File: config.mk
export PLATFORM = sky130hd
export DESIGN_NAME = tsx_step_player
export DESIGN_NICKNAME = d
export VERILOG_FILES = /design/src/rtl/tsx_pkg.sv /design/src/rtl/tsx_window_calc.sv /design/src/rtl/tsx_scan_timer.sv /design/src/rtl/tsx_obs_buffer.sv /design/src/rtl/tsx_step_player.sv
export SDC_FILE = /design/constraint.sdc
export NUM_CORES = 1
export LEC_CHECK = 0
export CORE_ASPECT_RATIO = 1.4
export CORE_UTILIZATION = 50
export DETAILED_ROUTE_END_ITERATION = 12
export DONT_BUFFER_PORTS = 1
export SKIP_CTS_REPAIR_TIMING = 1
export SLEW_MARGIN = 20
export SYNTH_ARGS = -nofsm -noshare
export SYNTH_HDL_FRONTEND = slang
export SYNTH_SLANG_ARGS = --single-unit
File: constraint.sdc
create_clock -name clk -period 5.25 [get_ports clk]
set_input_delay 0.2625 -clock clk [delete_from_list [all_inputs] [get_ports clk]]
set_output_delay 0.2625 -clock clk [all_outputs]
set_load 0.02 [all_outputs]
File: src/rtl/tsx_pkg.sv
package tsx_pkg;

  typedef enum logic [2:0] {
    PH_IDLE,
    PH_LOAD,
    PH_OBSERVE,
    PH_VERDICT,
    PH_END
  } tsx_phase_e;

  // Window length in scans: raise the request to the step's minimum, then cap it at the buffer depth.
  function automatic int unsigned tsx_window(input int unsigned req, input bit tol,
                                             input bit moves, input int unsigned depth);
    int unsigned floor_s;
    int unsigned w;
    floor_s = tol ? 4 : (moves ? 3 : 2);
    w = (req > floor_s) ? req : floor_s;
    return (w > depth) ? depth : w;
  endfunction

  // Last tick index of a scan period; a programmed length of zero acts as one clock.
  function automatic int unsigned tsx_tick_limit(input int unsigned scan_len);
    return (scan_len == 0) ? 0 : scan_len - 1;
  endfunction

endpackage

File: src/rtl/tsx_window_calc.sv
module tsx_window_calc #(
  parameter int WIN_W = 4,
  parameter int DEPTH = 6,
  parameter int CNT_W = 3
) (
  input  logic [WIN_W-1:0] req,
  input  logic             tol,
  input  logic             moves,
  output logic [CNT_W-1:0] win
);
  import tsx_pkg::*;

  always_comb win = CNT_W'(tsx_window(32'(req), tol, moves, DEPTH));

endmodule

File: src/rtl/tsx_scan_timer.sv
module tsx_scan_timer #(
  parameter int SCAN_W = 4,
  parameter int CNT_W  = 3
) (
  input  logic              clk,
  input  logic              rst_n,
  input  logic              clear,
  input  logic              run,
  input  logic [SCAN_W-1:0] scan_len,
  input  logic [CNT_W-1:0]  win,
  output logic              sample_ev,
  output logic              last_ev,
  output logic [CNT_W-1:0]  scan_idx
);
  import tsx_pkg::*;

  logic [SCAN_W-1:0] tick_q;
  logic [SCAN_W-1:0] lim;

  always_comb lim = SCAN_W'(tsx_tick_limit(32'(scan_len)));

  assign sample_ev = run && (tick_q == lim);
  assign last_ev   = sample_ev && (scan_idx == CNT_W'(win - 1'b1));

  always_ff @(posedge clk or negedge rst_n) begin
    if (!rst_n) begin
      tick_q   <= '0;
      scan_idx <= '0;
    end else if (clear) begin
      tick_q   <= '0;
      scan_idx <= '0;
    end else if (run) begin
      if (sample_ev) begin
        tick_q <= '0;
        if (!last_ev) scan_idx <= scan_idx + 1'b1;
      end else begin
        tick_q <= tick_q + 1'b1;
      end
    end
  end

endmodule

File: src/rtl/tsx_obs_buffer.sv
module tsx_obs_buffer #(
  parameter int OUT_W = 3,
  parameter int DEPTH = 6,
  parameter int IDX_W = 3
) (
  input  logic                   clk,
  input  logic                   rst_n,
  input  logic                   clear,
  input  logic                   wr_en,
  input  logic [IDX_W-1:0]       wr_idx,
  input  logic [OUT_W-1:0]       wr_data,
  output logic [DEPTH*OUT_W-1:0] flat
);

  for (genvar g = 0; g < DEPTH; g++) begin : g_slot
    logic [OUT_W-1:0] slot_q;
    always_ff @(posedge clk or negedge rst_n) begin
      if (!rst_n)                                slot_q <= '0;
      else if (clear)                            slot_q <= '0;
      else if (wr_en && wr_idx == IDX_W'(g))     slot_q <= wr_data;
    end
    assign flat[g*OUT_W +: OUT_W] = slot_q;
  end

endmodule

File: src/rtl/tsx_step_player.sv
module tsx_step_player #(
  parameter int IN_W      = 4,
  parameter int OUT_W     = 3,
  parameter int ST_W      = 3,
  parameter int ADDR_W    = 4,
  parameter int OBS_DEPTH = 6,
  parameter int SCAN_W    = 4,
  parameter int WIN_W     = 4
) (
  input  logic                           clk,
  input  logic                           rst_n,
  input  logic                           start,
  input  logic [ADDR_W:0]                num_steps,
  input  logic [ST_W-1:0]                init_state,
  input  logic [SCAN_W-1:0]              scan_len,
  input  logic [WIN_W-1:0]               win_scans,
  input  logic                           tolerant,
  output logic [ADDR_W-1:0]              step_addr,
  input  logic [2*ST_W+IN_W+OUT_W-1:0]   step_word,
  output logic [IN_W-1:0]                dut_in,
  input  logic [OUT_W-1:0]               dut_out,
  output logic                           chk_valid,
  output logic [OBS_DEPTH*OUT_W-1:0]     chk_obs,
  output logic [$clog2(OBS_DEPTH+1)-1:0] chk_count,
  output logic [ST_W-1:0]                chk_up,
  output logic [IN_W-1:0]                chk_in,
  output logic [ST_W-1:0]                chk_down,
  output logic [OUT_W-1:0]               chk_exp,
  output logic [IN_W-1:0]                chk_prev_in,
  input  logic                           vrd_valid,
  input  logic                           vrd_pass,
  output logic                           busy,
  output logic                           done,
  output logic                           fail,
  output logic                           chain_err
);
  import tsx_pkg::*;

  localparam int STEP_W = 2*ST_W + IN_W + OUT_W;
  localparam int CNT_W  = $clog2(OBS_DEPTH+1);

  tsx_phase_e        phase_q;
  logic [ADDR_W:0]   idx_q, num_q;
  logic [ST_W-1:0]   prev_down_q;
  logic [SCAN_W-1:0] slen_q;
  logic [WIN_W-1:0]  wreq_q;
  logic              tol_q;
  logic [CNT_W-1:0]  win_q, win_next;

  // Step word fields, MSB first: source, input, destination, expected output.
  logic [ST_W-1:0]  w_up, w_dn;
  logic [IN_W-1:0]  w_in;
  logic [OUT_W-1:0] w_exp;
  assign w_up  = step_word[STEP_W-1 -: ST_W];
  assign w_in  = step_word[OUT_W+ST_W +: IN_W];
  assign w_dn  = step_word[OUT_W +: ST_W];
  assign w_exp = step_word[0 +: OUT_W];

  // Named events, also used by the bound checker.
  logic start_take, chain_bad, step_issue, verdict_take, sample_ev, last_ev;
  logic [CNT_W-1:0] scan_idx;

  assign start_take   = start && (phase_q == PH_IDLE || phase_q == PH_END);
  assign chain_bad    = (phase_q == PH_LOAD) && (w_up != prev_down_q);
  assign step_issue   = (phase_q == PH_LOAD) && (w_up == prev_down_q);
  assign verdict_take = (phase_q == PH_VERDICT) && vrd_valid;

  tsx_window_calc #(.WIN_W(WIN_W), .DEPTH(OBS_DEPTH), .CNT_W(CNT_W)) u_win (
    .req(wreq_q), .tol(tol_q), .moves(w_up != w_dn), .win(win_next)
  );

  tsx_scan_timer #(.SCAN_W(SCAN_W), .CNT_W(CNT_W)) u_timer (
    .clk(clk), .rst_n(rst_n), .clear(step_issue), .run(phase_q == PH_OBSERVE),
    .scan_len(slen_q), .win(win_q), .sample_ev(sample_ev), .last_ev(last_ev),
    .scan_idx(scan_idx)
  );

  tsx_obs_buffer #(.OUT_W(OUT_W), .DEPTH(OBS_DEPTH), .IDX_W(CNT_W)) u_buf (
    .clk(clk), .rst_n(rst_n), .clear(step_issue), .wr_en(sample_ev),
    .wr_idx(scan_idx), .wr_data(dut_out), .flat(chk_obs)
  );

  assign step_addr = idx_q[ADDR_W-1:0];
  assign chk_valid = (phase_q == PH_VERDICT);
  assign busy      = (phase_q == PH_LOAD) || (phase_q == PH_OBSERVE) || (phase_q == PH_VERDICT);
  assign chk_count = win_q;

  always_ff @(posedge clk or negedge rst_n) begin
    if (!rst_n) begin
      phase_q     <= PH_IDLE;
      idx_q       <= '0;
      num_q       <= '0;
      prev_down_q <= '0;
      slen_q      <= '0;
      wreq_q      <= '0;
      tol_q       <= 1'b0;
      win_q       <= '0;
      dut_in      <= '0;
      chk_prev_in <= '0;
      chk_up      <= '0;
      chk_in      <= '0;
      chk_down    <= '0;
      chk_exp     <= '0;
      done        <= 1'b0;
      fail        <= 1'b0;
      chain_err   <= 1'b0;
    end else begin
      unique case (phase_q)
        PH_IDLE, PH_END: begin
          if (start_take) begin
            num_q       <= num_steps;
            slen_q      <= scan_len;
            wreq_q      <= win_scans;
            tol_q       <= tolerant;
            prev_down_q <= init_state;
            idx_q       <= '0;
            fail        <= 1'b0;
            chain_err   <= 1'b0;
            done        <= (num_steps == '0);
            phase_q     <= (num_steps == '0) ? PH_END : PH_LOAD;
          end
        end
        PH_LOAD: begin
          if (chain_bad) begin
            chain_err <= 1'b1;
            fail      <= 1'b1;
            done      <= 1'b1;
            phase_q   <= PH_END;
          end else begin
            chk_prev_in <= dut_in;
            dut_in      <= w_in;
            chk_up      <= w_up;
            chk_in      <= w_in;
            chk_down    <= w_dn;
            chk_exp     <= w_exp;
            win_q       <= win_next;
            phase_q     <= PH_OBSERVE;
          end
        end
        PH_OBSERVE: begin
          if (last_ev) phase_q <= PH_VERDICT;
        end
        PH_VERDICT: begin
          if (verdict_take) begin
            if (!vrd_pass) begin
              fail    <= 1'b1;
              done    <= 1'b1;
              phase_q <= PH_END;
            end else begin
              prev_down_q <= chk_down;
              if (idx_q == num_q - 1'b1) begin
                done    <= 1'b1;
                phase_q <= PH_END;
              end else begin
                idx_q   <= idx_q + 1'b1;
                phase_q <= PH_LOAD;
              end
            end
          end
        end
        default: phase_q <= PH_IDLE;
      endcase
    end
  end

endmodule

==> summary.txt, run 1 <==
Outcome
  – Outcome: completed

Detailed routing
  – Post-DRT Antenna Nets: 0
  – Initial drt markers: 109
  – Final WL: 7770 µm
  – Drt pass-1 iters: 4
  – Remaining routing DRC violations: 0
  – Vias: 2699
  – Drt via density: 5.45
  – Wire length per cell: 15.7 µm

Synthesis
  – Flops & latches, synth: 73
  – Syn avg cell area: 9.43 µm²
  – Main synth FF type: dfrtp_1
  – Number of synthesized flops with an enable pin: 0
  – Syn Std Cell Area: 0.00378 mm²
  – Mapped Cells: 401
  – Register area share after synthesis: 48.3%
  – Post-synth cell types: 50
  – Syn Nets: 451
  – Yosys warnings: 0
  – Synth async-reset ratio: 100%

Critical path
  – Kind of critical path: flip-flop to flip-flop
  – R2r setup slk: 2660 ps
  – Critical path startpoint category: flip-flop
  – Max FO, Critical Path: 11
  – Crit path DAT: 2810 ps
  – Critical Path RT: 5470 ps
  – CP Capture Type: flip-flop

Finish
  – FF/Latch Area: 0.00183 mm²
  – Final Instance Area: 0.00399 mm²
  – Footprint of the multi-input gates: 0.00178 mm²
  – Final #Nets: 444
  – End-of-flow core utilization: 54.6%
  – Syn-to-layout area delta: 5.59%
  – Diode count: 0
  – Share of cells above drive strength 1: 7.29%
  – FILL cells: 702
  – Fin cells: 495

Power and ir drop
  – Share of power burned in registers: 51.6%
  – Overall power: 2.32 mW
  – Net Switching: 1.03 mW
  – Gate power share: 32.0%
  – Pint: 1.29 mW
  – Pwr dens: 580 mW/mm²
  – Static Leak: 1.98 nW
  – Sw Share: 44.4%
  – Part of the power in the clock network: 16.4%
  – Peak VDD IR: 245 µV

Placed design
  – Dpl cell area: 0.00378 mm²
  – GPL Wtd Cong: 0.772
  – IO Port Bufs: 0
  – Placed Instances: 477
  – Pre-CTS setup slack: 2650 ps
  – Hpwl dp: 5480 µm

Global route
  – Largest net degree at the start of global routing: 74
  – Global-route wire length before repair: 13000 µm
  – Vias in the first global route: 2814
  – Initial antenna violation count: 0
  – GRT overflow: 0
  – Overall Global Routing Usage: 21.9%

Floorplanning
  – FP Rows: 37
  – Chip width: 75.5 µm
  – Die height: 105 µm
  – Initial core utilization: 51.7%
  – Core region area: 0.00731 mm²
  – Die area: 0.00792 mm²
  – I/O pin count: 89

Timing
  – Hold WS: 14.0 ps
  – Slew @ Worst Pin: 807 ps
  – Final Hold Fails: 0
  – Slew HR: 46.2%
  – Min Clock Period, post-route: 2590 ps
  – Final Setup Violations: 0
  – Slew Viols, Final: 0
  – Tcrit/Tclk final: 49.3%
  – Setup Skew: 8.92 ps
  – Fmax: 387 MHz
  – RSZ-0062 raised after global routing: no
  – Setup Total Neg Slack: 0 ps
  – Min setup slack post-route: 2660 ps

Clock tree
  – CTS clock-pin slew for the worst setup and hold paths: 70 ps
  – CTS tree: yes
  – H-tree Lvls: 3
  – TritonCTS buffer count: 9
  – Number of clock sinks: 73
  – Clock root cell: clkbuf_8
  – Max clock buf depth: 2
  – Clock insertion delay at the later pin of the skew report: 350 ps

Job
  – Max Cap Violations: 0

Min path
  – Worst hold path class: input port to flip-flop
==> final cells by class <==
class / count / area share, %
timing repair buffer: 5 / 1.57
clock buffer: 12 / 3.64
clock inverter: 3 / 0.439
tap: 97 / 3.04
multi-input combinational: 294 / 44.5
sequential: 73 / 45.8
inverter: 11 / 1.03
==> cells in the final DEF (no fill, tap or decap), types with 3 or more instances in the layout <==
| cell | synthesis | routed |
|---|---|---|
| nand2_1 | 123 | 123 |
| dfrtp_1 | 73 | 73 |
| mux2i_1 | 22 | 22 |
| xnor2_1 | 16 | 16 |
| o21ai_0 | 16 | 16 |
| nor2_1 | 15 | 15 |
| a21oi_1 | 12 | 12 |
| ha_1 | 12 | 12 |
| inv_1 | 10 | 10 |
| nor3_1 | 11 | 10 |
| clkbuf_8 | 0 | 10 |
| nand3_1 | 7 | 7 |
| nor2b_1 | 6 | 6 |
| o31ai_1 | 4 | 4 |
| nand3_4 | 4 | 4 |
| xor2_1 | 4 | 4 |
| nand2b_1 | 4 | 3 |
| o21a_1 | 3 | 3 |
| a211oi_1 | 3 | 3 |
| a21o_1 | 3 | 3 |
==> state kept, by name (all words and copies together) (netlist names), 4 cells and up <==
| register | count |
|---|---|
| u_buf.g_slot.slot_q | 18 |
| idx_q | 5 |
| u_timer.tick_q | 4 |
| num_q | 5 |
| wreq_q | 4 |
| slen_q | 4 |
| chk_prev_in | 4 |
| chk_in | 4 |
==> cells in the mapped netlist, types with 2 or more instances <==
cell        n  area share [%]
nand2_1   123              12
dfrtp_1    73              48
mux2i_1    22             5.8
o21ai_0    16             2.1
xnor2_1    16             3.7
nor2_1     15             1.5
a21oi_1    12             1.6
ha_1       12             4.0
clkbuf_1   11             1.1
nor3_1     11             1.5
inv_1      10            0.99
buf_4       8             1.6
nand3_1     7            0.93
nor2b_1     6            0.99
nand2b_1    4            0.66
nand3_4     4             1.9
o31ai_1     4            0.79
xor2_1      4            0.93
a211oi_1    3            0.60
a21o_1      3            0.60
o21a_1      3            0.60
a31oi_1     2            0.33
and3_1      2            0.33
buf_2       2            0.26
o211ai_1    2            0.40
or3_1       2            0.33
==> critical path, cell delays in order, from the launching register on <==
cell	delay [ps]
dfrtp_1	520
nor3b_1	450
o31ai_1	140
or4_4	580
nor2_4	350
nand3_1	260
mux2i_1	170
==> routing by layer <==
metal,track usage [%],wire length [µm],share of wire (%)
met5,0,0,0
met4,11.8,244,3.1
met3,5.50,417,5.4
met2,36.5,3940,51
met1,24.7,3160,41
==> worst paths after layout <==
path	cells after the start	startpoint	endpoint
setup reg to reg	6	phase_q[1]$_DFFE_PN0P_	u_buf.g_slot[5].slot_q[2]$_DFFE_PN0P_
max in group asynchronous	2	rst_n	slen_q[0]$_DFFE_PN0P_
hold reg to reg	2	prev_down_q[0]$_DFFE_PN0P_	prev_down_q[0]$_DFFE_PN0P_
hold / removal	2	step_word[9]	chk_in[3]$_DFFE_PN0P_
min in group asynchronous	2	rst_n	u_buf.g_slot[1].slot_q[1]$_DFFE_PN0P_
setup / recovery	6	phase_q[1]$_DFFE_PN0P_	u_buf.g_slot[5].slot_q[2]$_DFFE_PN0P_
==> power groups by stage <==
stage / logic [mW] / clock network, mW / registers (mW)
3_5_place_dp: 0.732 / 0 / 1.21
5_1_grt: 0.861 / 0.414 / 1.25
3_3_place_gp: 0.708 / 0 / 1.20
6_report: 0.741 / 0.379 / 1.20
4_1_cts: 0.736 / 0.393 / 1.20
2_1_floorplan: 0.680 / 0 / 1.11
==> cells by family (layout without fill, tap and decap cells) <==
| kind of cell | count (synthesis) | in the layout | share of synthesized area, % |
|---|---|---|---|
| xor gates and xnor gates | 20 | 20 | 4.63 |
| AOI/OAI and AO/OA | 54 | 54 | 9.04 |
| and+or+nand+nor | 185 | 185 | 23.0 |
| DFF | 73 | 73 | 48.3 |
| muxes | 23 | 23 | 6.12 |
| adders and majority gates | 12 | 12 | 3.97 |
| buffers and inverters | 34 | 31 | 4.87 |
Note: power is estimated with default switching activity, not from simulation.
==> run 2: changes to the inputs <==
--- a/config.mk
+++ b/config.mk
@@ -9,6 +9,7 @@
 export CORE_UTILIZATION = 50
 export DETAILED_ROUTE_END_ITERATION = 12
 export DONT_BUFFER_PORTS = 1
+export PLACE_DENSITY = 0.68
 export SKIP_CTS_REPAIR_TIMING = 1
 export SLEW_MARGIN = 20
 export SYNTH_ARGS = -nofsm -noshare
==> constraint.sdc (replaced) <==
create_clock -name clk -period 2.1 [get_ports clk]
set_input_delay 0.105 -clock clk [delete_from_list [all_inputs] [get_ports clk]]
set_output_delay 0.105 -clock clk [all_outputs]
set_load 0.02 [all_outputs]
==> summary.txt, run 2 (synthesis results as in run 1) <==
Critical path
  – Max FO, Critical Path: 5
  – R2r setup slk: -110 ps
  – Reg2reg start: slen_q[0]$_DFFE_PN0P_
  – Crit-path leading delay family: simple AND/OR/NAND/NOR gates
  – RR Endpoint: u_buf.g_slot[4].slot_q[0]$_DFFE_PN0P_
  – Largest stage delay on the critical path: 540 ps
  – Slowest CP cell: or4b_4
  – Worst-path cell chain: or4b_4, and3_4, or4_4, nor2_4, buf_12, nand3_4, mux2i_1
  – Critical path startpoint category: flip-flop
  – Buf/Inv on CP: 1
  – CP Capture Type: flip-flop
  – Critical Path RT: 2330 ps
  – Crit path DAT: 2440 ps
  – Kind of critical path: flip-flop to flip-flop
  – Worst r2r path cells: 7

Floorplanning
  – FP Rows: 37
  – Chip width: 75.5 µm
  – Initial core utilization: 51.7%
  – Die height: 105 µm
  – Core region area: 0.00731 mm²
  – I/O pin count: 89
  – Die area: 0.00792 mm²

Clock tree
  – CTS tree: yes
  – Clock root cell: clkbuf_8
  – Number of clock sinks: 73
  – TritonCTS buffer count: 9
  – Clock insertion delay at the later pin of the skew report: 350 ps
  – Max clock buf depth: 2
  – H-tree Lvls: 3
  – CTS clock-pin slew for the worst setup and hold paths: 70 ps

Outcome
  – Failing checks: hold timing, setup timing
  – Outcome: finished with violations

Finish
  – FILL cells: 662
  – Top reg by flops: u_buf.g_slot.slot_q
  – Share of cells above drive strength 1: 13.9%
  – Leading cell types in the layout, fill and taps excluded: 123 x nand2_1, 73 x dfrtp_1, 31 x dlygate4sd3_1
  – Syn-to-layout area delta: 20.7%
  – Diode count: 0
  – Max reg flops: 18
  – Final #Nets: 499
  – Largest registers: u_buf.g_slot.slot_q: 18 flops, idx_q: 5 flops, num_q: 5 flops
  – Most common cell after layout, fill and taps aside: nand2_1

Global route
  – GRT Max-Usage Layer: met2
  – Global-route wire length before repair: 13100 µm
  – Largest net degree at the start of global routing: 74
  – Overall Global Routing Usage: 22.1%
  – Met1 usage: 26.3%
  – Vias in the first global route: 2786
  – Met2 usage: 37.3%
  – Initial antenna violation count: 0
  – GRT overflow: 0
  – Met3 GRT Util: 6.27%

Timing
  – Setup Total Neg Slack: -2010 ps
  – Min setup slack post-route: -114 ps
  – Slew Viols, Final: 0
  – Final Setup Violations: 24
  – Fmax: 452 MHz
  – Tcrit/Tclk final: 105%
  – Slew HR: 65.8%
  – Setup Skew: 8.18 ps
  – Hold WS: -35.7 ps
  – Final Hold Fails: 3
  – Slew @ Worst Pin: 509 ps
  – Min Clock Period, post-route: 2210 ps
  – RSZ-0062 raised after global routing: yes

Placed design
  – IO Port Bufs: 0
  – Pre-CTS setup slack: -111 ps
  – Hpwl dp: 5720 µm
  – GPL Wtd Cong: 0.805

Detailed routing
  – Wire length per cell: 15.4 µm
  – Drt via density: 5.27
  – Final WL: 8460 µm
  – Post-DRT Antenna Nets: 0
  – Initial drt markers: 161
  – Drt pass-1 iters: 6
  – Vias: 2903
  – Remaining routing DRC violations: 0

Min path
  – Worst hold path class: input port to flip-flop
  – Worst hold start: init_state[2]
  – Hold path depth: 2
  – Hold Path End: prev_down_q[2]$_DFFE_PN0P_

Job
  – Max Cap Violations: 0

Power and ir drop
  – Overall power: 6.25 mW
  – Pwr dens: 1370 mW/mm²
  – Static Leak: 2.24 nW
  – Peak VDD IR: 661 µV
## run 2: cell types whose count changed in the layout (fill, tap and decap cells not counted), sizes merged
cell / before / now
dlygate4sd3: 2 / 31
buf: 3 / 29
clkbuf: 12 / 14
clkinv: 3 / 2
## run 2: worst max path at each step
stage,start,end,depth (start not counted)
after floorplan,slen_q[1]$_DFFE_PN0P_,u_buf.g_slot[1].slot_q[0]$_DFFE_PN0P_,8
after global placement,slen_q[0]$_DFFE_PN0P_,u_buf.g_slot[1].slot_q[0]$_DFFE_PN0P_,7
after detailed placement,slen_q[0]$_DFFE_PN0P_,u_buf.g_slot[4].slot_q[0]$_DFFE_PN0P_,7
after CTS,slen_q[0]$_DFFE_PN0P_,u_buf.g_slot[4].slot_q[0]$_DFFE_PN0P_,7
after global routing,slen_q[0]$_DFFE_PN0P_,u_buf.g_slot[1].slot_q[0]$_DFFE_PN0P_,7
final,slen_q[0]$_DFFE_PN0P_,u_buf.g_slot[4].slot_q[0]$_DFFE_PN0P_,7
## run 2: power breakdown
| group | internal, mW | switching, mW | total (mW) |
|---|---|---|---|
| sequential | 1.96 | 0.909 | 2.87 |
| clock | 0.493 | 0.506 | 1.00 |
| combinational | 1.06 | 1.31 | 2.38 |
| total | 3.52 | 2.73 | 6.25 |
## run 2: metal layers
layer / vias up / routed length, µm
met5: - / 0
met4: 0 / 119
met3: 11 / 472
met2: 72 / 4480
met1: 1385 / 3400
li1: 1435 / -
## run 2: layout make-up
type | count | area, µm² | share of cell area, %
Clock buffer | 14 | 163 | 3.57
Inverter | 11 | 41.3 | 0.905
Timing Repair Buffer | 60 | 561 | 12.3
Multi-Input combinational cell | 294 | 1840 | 40.2
Clock inverter | 2 | 12.5 | 0.274
Tap cell | 97 | 121 | 2.66
Sequential cell | 73 | 1830 | 40.1
## run 2: metrics by stage
stage	std cells	utilization, %	hold slack, ps	cell area (µm²)
final	551	62.4	-35.7	4560
after global routing	551	62.4	1.10	4560
after CTS	517	56.8	-571	4150
after detailed placement	501	54.4	-188	3980
after global placement	501	54.4	-187	3980
after floorplan	401	-	-191	3790
==> run 3: changes to the inputs <==
--- a/config.mk
+++ b/config.mk
@@ -7,6 +7,7 @@
 export LEC_CHECK = 0
 export CORE_ASPECT_RATIO = 1.4
 export CORE_UTILIZATION = 50
+export CTS_BUF_LIST = sky130_fd_sc_hd__clkbuf_4 sky130_fd_sc_hd__clkbuf_8 sky130_fd_sc_hd__clkbuf_16
 export DETAILED_ROUTE_END_ITERATION = 12
 export DONT_BUFFER_PORTS = 1
 export PLACE_DENSITY = 0.68
==> summary.txt, run 3 (synthesis results as in run 1) <==
Placed design
  – IO Port Bufs: 0
  – Dpl cell area: 0.00398 mm²
  – Hpwl dp: 5720 µm
  – GPL Wtd Cong: 0.805
  – Placed Instances: 501

Global route
  – GRT overflow: 0
  – Vias in the first global route: 2786
  – Initial antenna violation count: 0
  – Largest net degree at the start of global routing: 74
  – Global-route wire length before repair: 13100 µm
  – Overall Global Routing Usage: 22.2%

Clock tree
  – Number of clock sinks: 73
  – CTS clock-pin slew for the worst setup and hold paths: 80 ps
  – Clock root cell: clkbuf_8
  – H-tree Lvls: 3
  – TritonCTS buffer count: 9
  – Clock insertion delay at the later pin of the skew report: 350 ps
  – Max clock buf depth: 2
  – CTS tree: yes

Min path
  – Worst hold path class: input port to flip-flop
  – Hold Path End: prev_down_q[2]$_DFFE_PN0P_
  – Worst hold start: init_state[2]
  – Hold path depth: 2

Timing
  – Min Clock Period, post-route: 2220 ps
  – Setup Skew: 9.39 ps
  – Final Setup Violations: 24
  – Slew Viols, Final: 0
  – RSZ-0062 raised after global routing: yes
  – Slew @ Worst Pin: 509 ps
  – Final Hold Fails: 2
  – Slew HR: 65.8%
  – Tcrit/Tclk final: 106%
  – Hold WS: -40.5 ps
  – Fmax: 451 MHz
  – Min setup slack post-route: -116 ps

Outcome
  – Failing checks: hold timing, setup timing
  – Outcome: finished with violations

Finish
  – Top reg by flops: u_buf.g_slot.slot_q
  – Fin cells: 552
  – FF/Latch Area: 0.00183 mm²
  – End-of-flow core utilization: 62.6%
  – Max reg flops: 18
  – Final #Nets: 500
  – Most common cell after layout, fill and taps aside: nand2_1
  – Syn-to-layout area delta: 21.2%
  – FILL cells: 659
  – Leading cell types in the layout, fill and taps excluded: 123 x nand2_1, 73 x dfrtp_1, 32 x dlygate4sd3_1
  – Largest registers: u_buf.g_slot.slot_q: 18 flops, idx_q: 5 flops, num_q: 5 flops
  – Final Instance Area: 0.00458 mm²
  – Footprint of the multi-input gates: 0.00184 mm²
  – Share of cells above drive strength 1: 14.5%
  – Diode count: 0

Critical path
  – RR Endpoint: u_buf.g_slot[4].slot_q[0]$_DFFE_PN0P_
  – Worst r2r path cells: 7
  – Reg2reg start: slen_q[0]$_DFFE_PN0P_
  – Largest stage delay on the critical path: 540 ps
  – R2r setup slk: -120 ps
  – Crit path DAT: 2440 ps
  – Max FO, Critical Path: 5
  – Critical Path RT: 2330 ps
  – Buf/Inv on CP: 1
  – Kind of critical path: flip-flop to flip-flop
  – Worst-path cell chain: or4b_4, and3_4, or4_4, nor2_4, buf_12, nand3_4, mux2i_1
  – Slowest CP cell: or4b_4
  – Setup crit start: slen_q[0]$_DFFE_PN0P_
  – Crit-path leading delay family: simple AND/OR/NAND/NOR gates
  – CP Capture Type: flip-flop
  – Critical path startpoint category: flip-flop

Job
  – Max Cap Violations: 0

Power and ir drop
  – Peak VDD IR: 619 µV
  – Pwr dens: 1370 mW/mm²
  – Static Leak: 2.26 nW
  – Overall power: 6.30 mW

Detailed routing
  – Drt via density: 5.29
  – Post-DRT Antenna Nets: 0
  – Initial drt markers: 145
  – Remaining routing DRC violations: 0
  – Wire length per cell: 15.4 µm
  – Final WL: 8510 µm
  – Vias: 2919
  – Drt pass-1 iters: 4

Floorplanning
  – Core region area: 0.00731 mm²
  – I/O pin count: 89
  – Die area: 0.00792 mm²
  – Chip width: 75.5 µm
  – FP Rows: 37
  – Die height: 105 µm
  – Initial core utilization: 51.7%
run 3: power by group:
group / leakage, nW / internal (mW) / switching (mW)
clock network: 0.0969 / 0.532 / 0.514
registers: 0.942 / 1.96 / 0.910
logic: 1.22 / 1.07 / 1.31
run 3: how the worst max path moves through the flow:
stage	end	cells past startpoint
final	u_buf.g_slot[4].slot_q[0]$_DFFE_PN0P_	7
after global routing	u_buf.g_slot[1].slot_q[0]$_DFFE_PN0P_	7
after CTS	u_buf.g_slot[4].slot_q[0]$_DFFE_PN0P_	7
after detailed placement	u_buf.g_slot[4].slot_q[0]$_DFFE_PN0P_	7
after global placement	u_buf.g_slot[1].slot_q[0]$_DFFE_PN0P_	7
after floorplan	u_buf.g_slot[1].slot_q[0]$_DFFE_PN0P_	8
run 3: area by class of cell:
| class | count | area share [%] |
|---|---|---|
| multi-input cells | 294 | 40.1 |
| inverters | 11 | 0.901 |
| repair buffers | 61 | 12.5 |
| well taps | 97 | 2.65 |
| clock buffers | 14 | 3.80 |
| flip-flops and latches | 73 | 39.9 |
| clock inverters | 2 | 0.273 |
run 3: metal layers:
layer  vias to the layer above  wire length (µm)  part of all wire [%]  global-route usage (%)
met5                         -                 0                     0                       0
met4                         0               121                   1.4                    7.54
met3                        11               438                   5.1                    6.17
met2                        70              4440                    52                    37.5
met1                      1405              3500                    41                    26.3
li1                       1433                 -                     -                       -
run 3: worst register-to-register path, cell delays in order, from the launching register on:
cell and delay [ps]:
dfrtp_1 380, or4b_4 540, and3_4 180, or4_4 450, nor2_4 150, buf_12 150, nand3_4 100, mux2i_1 140
run 3: per-stage QoR:
step           setup TNS (ps)  setup slack (ps)
2_1_floorplan           -2120              -115
3_3_place_gp            -1120             -70.4
3_5_place_dp            -1860              -111
4_1_cts                 -2280              -121
5_1_grt                 -3980              -198
6_report                -2050              -116
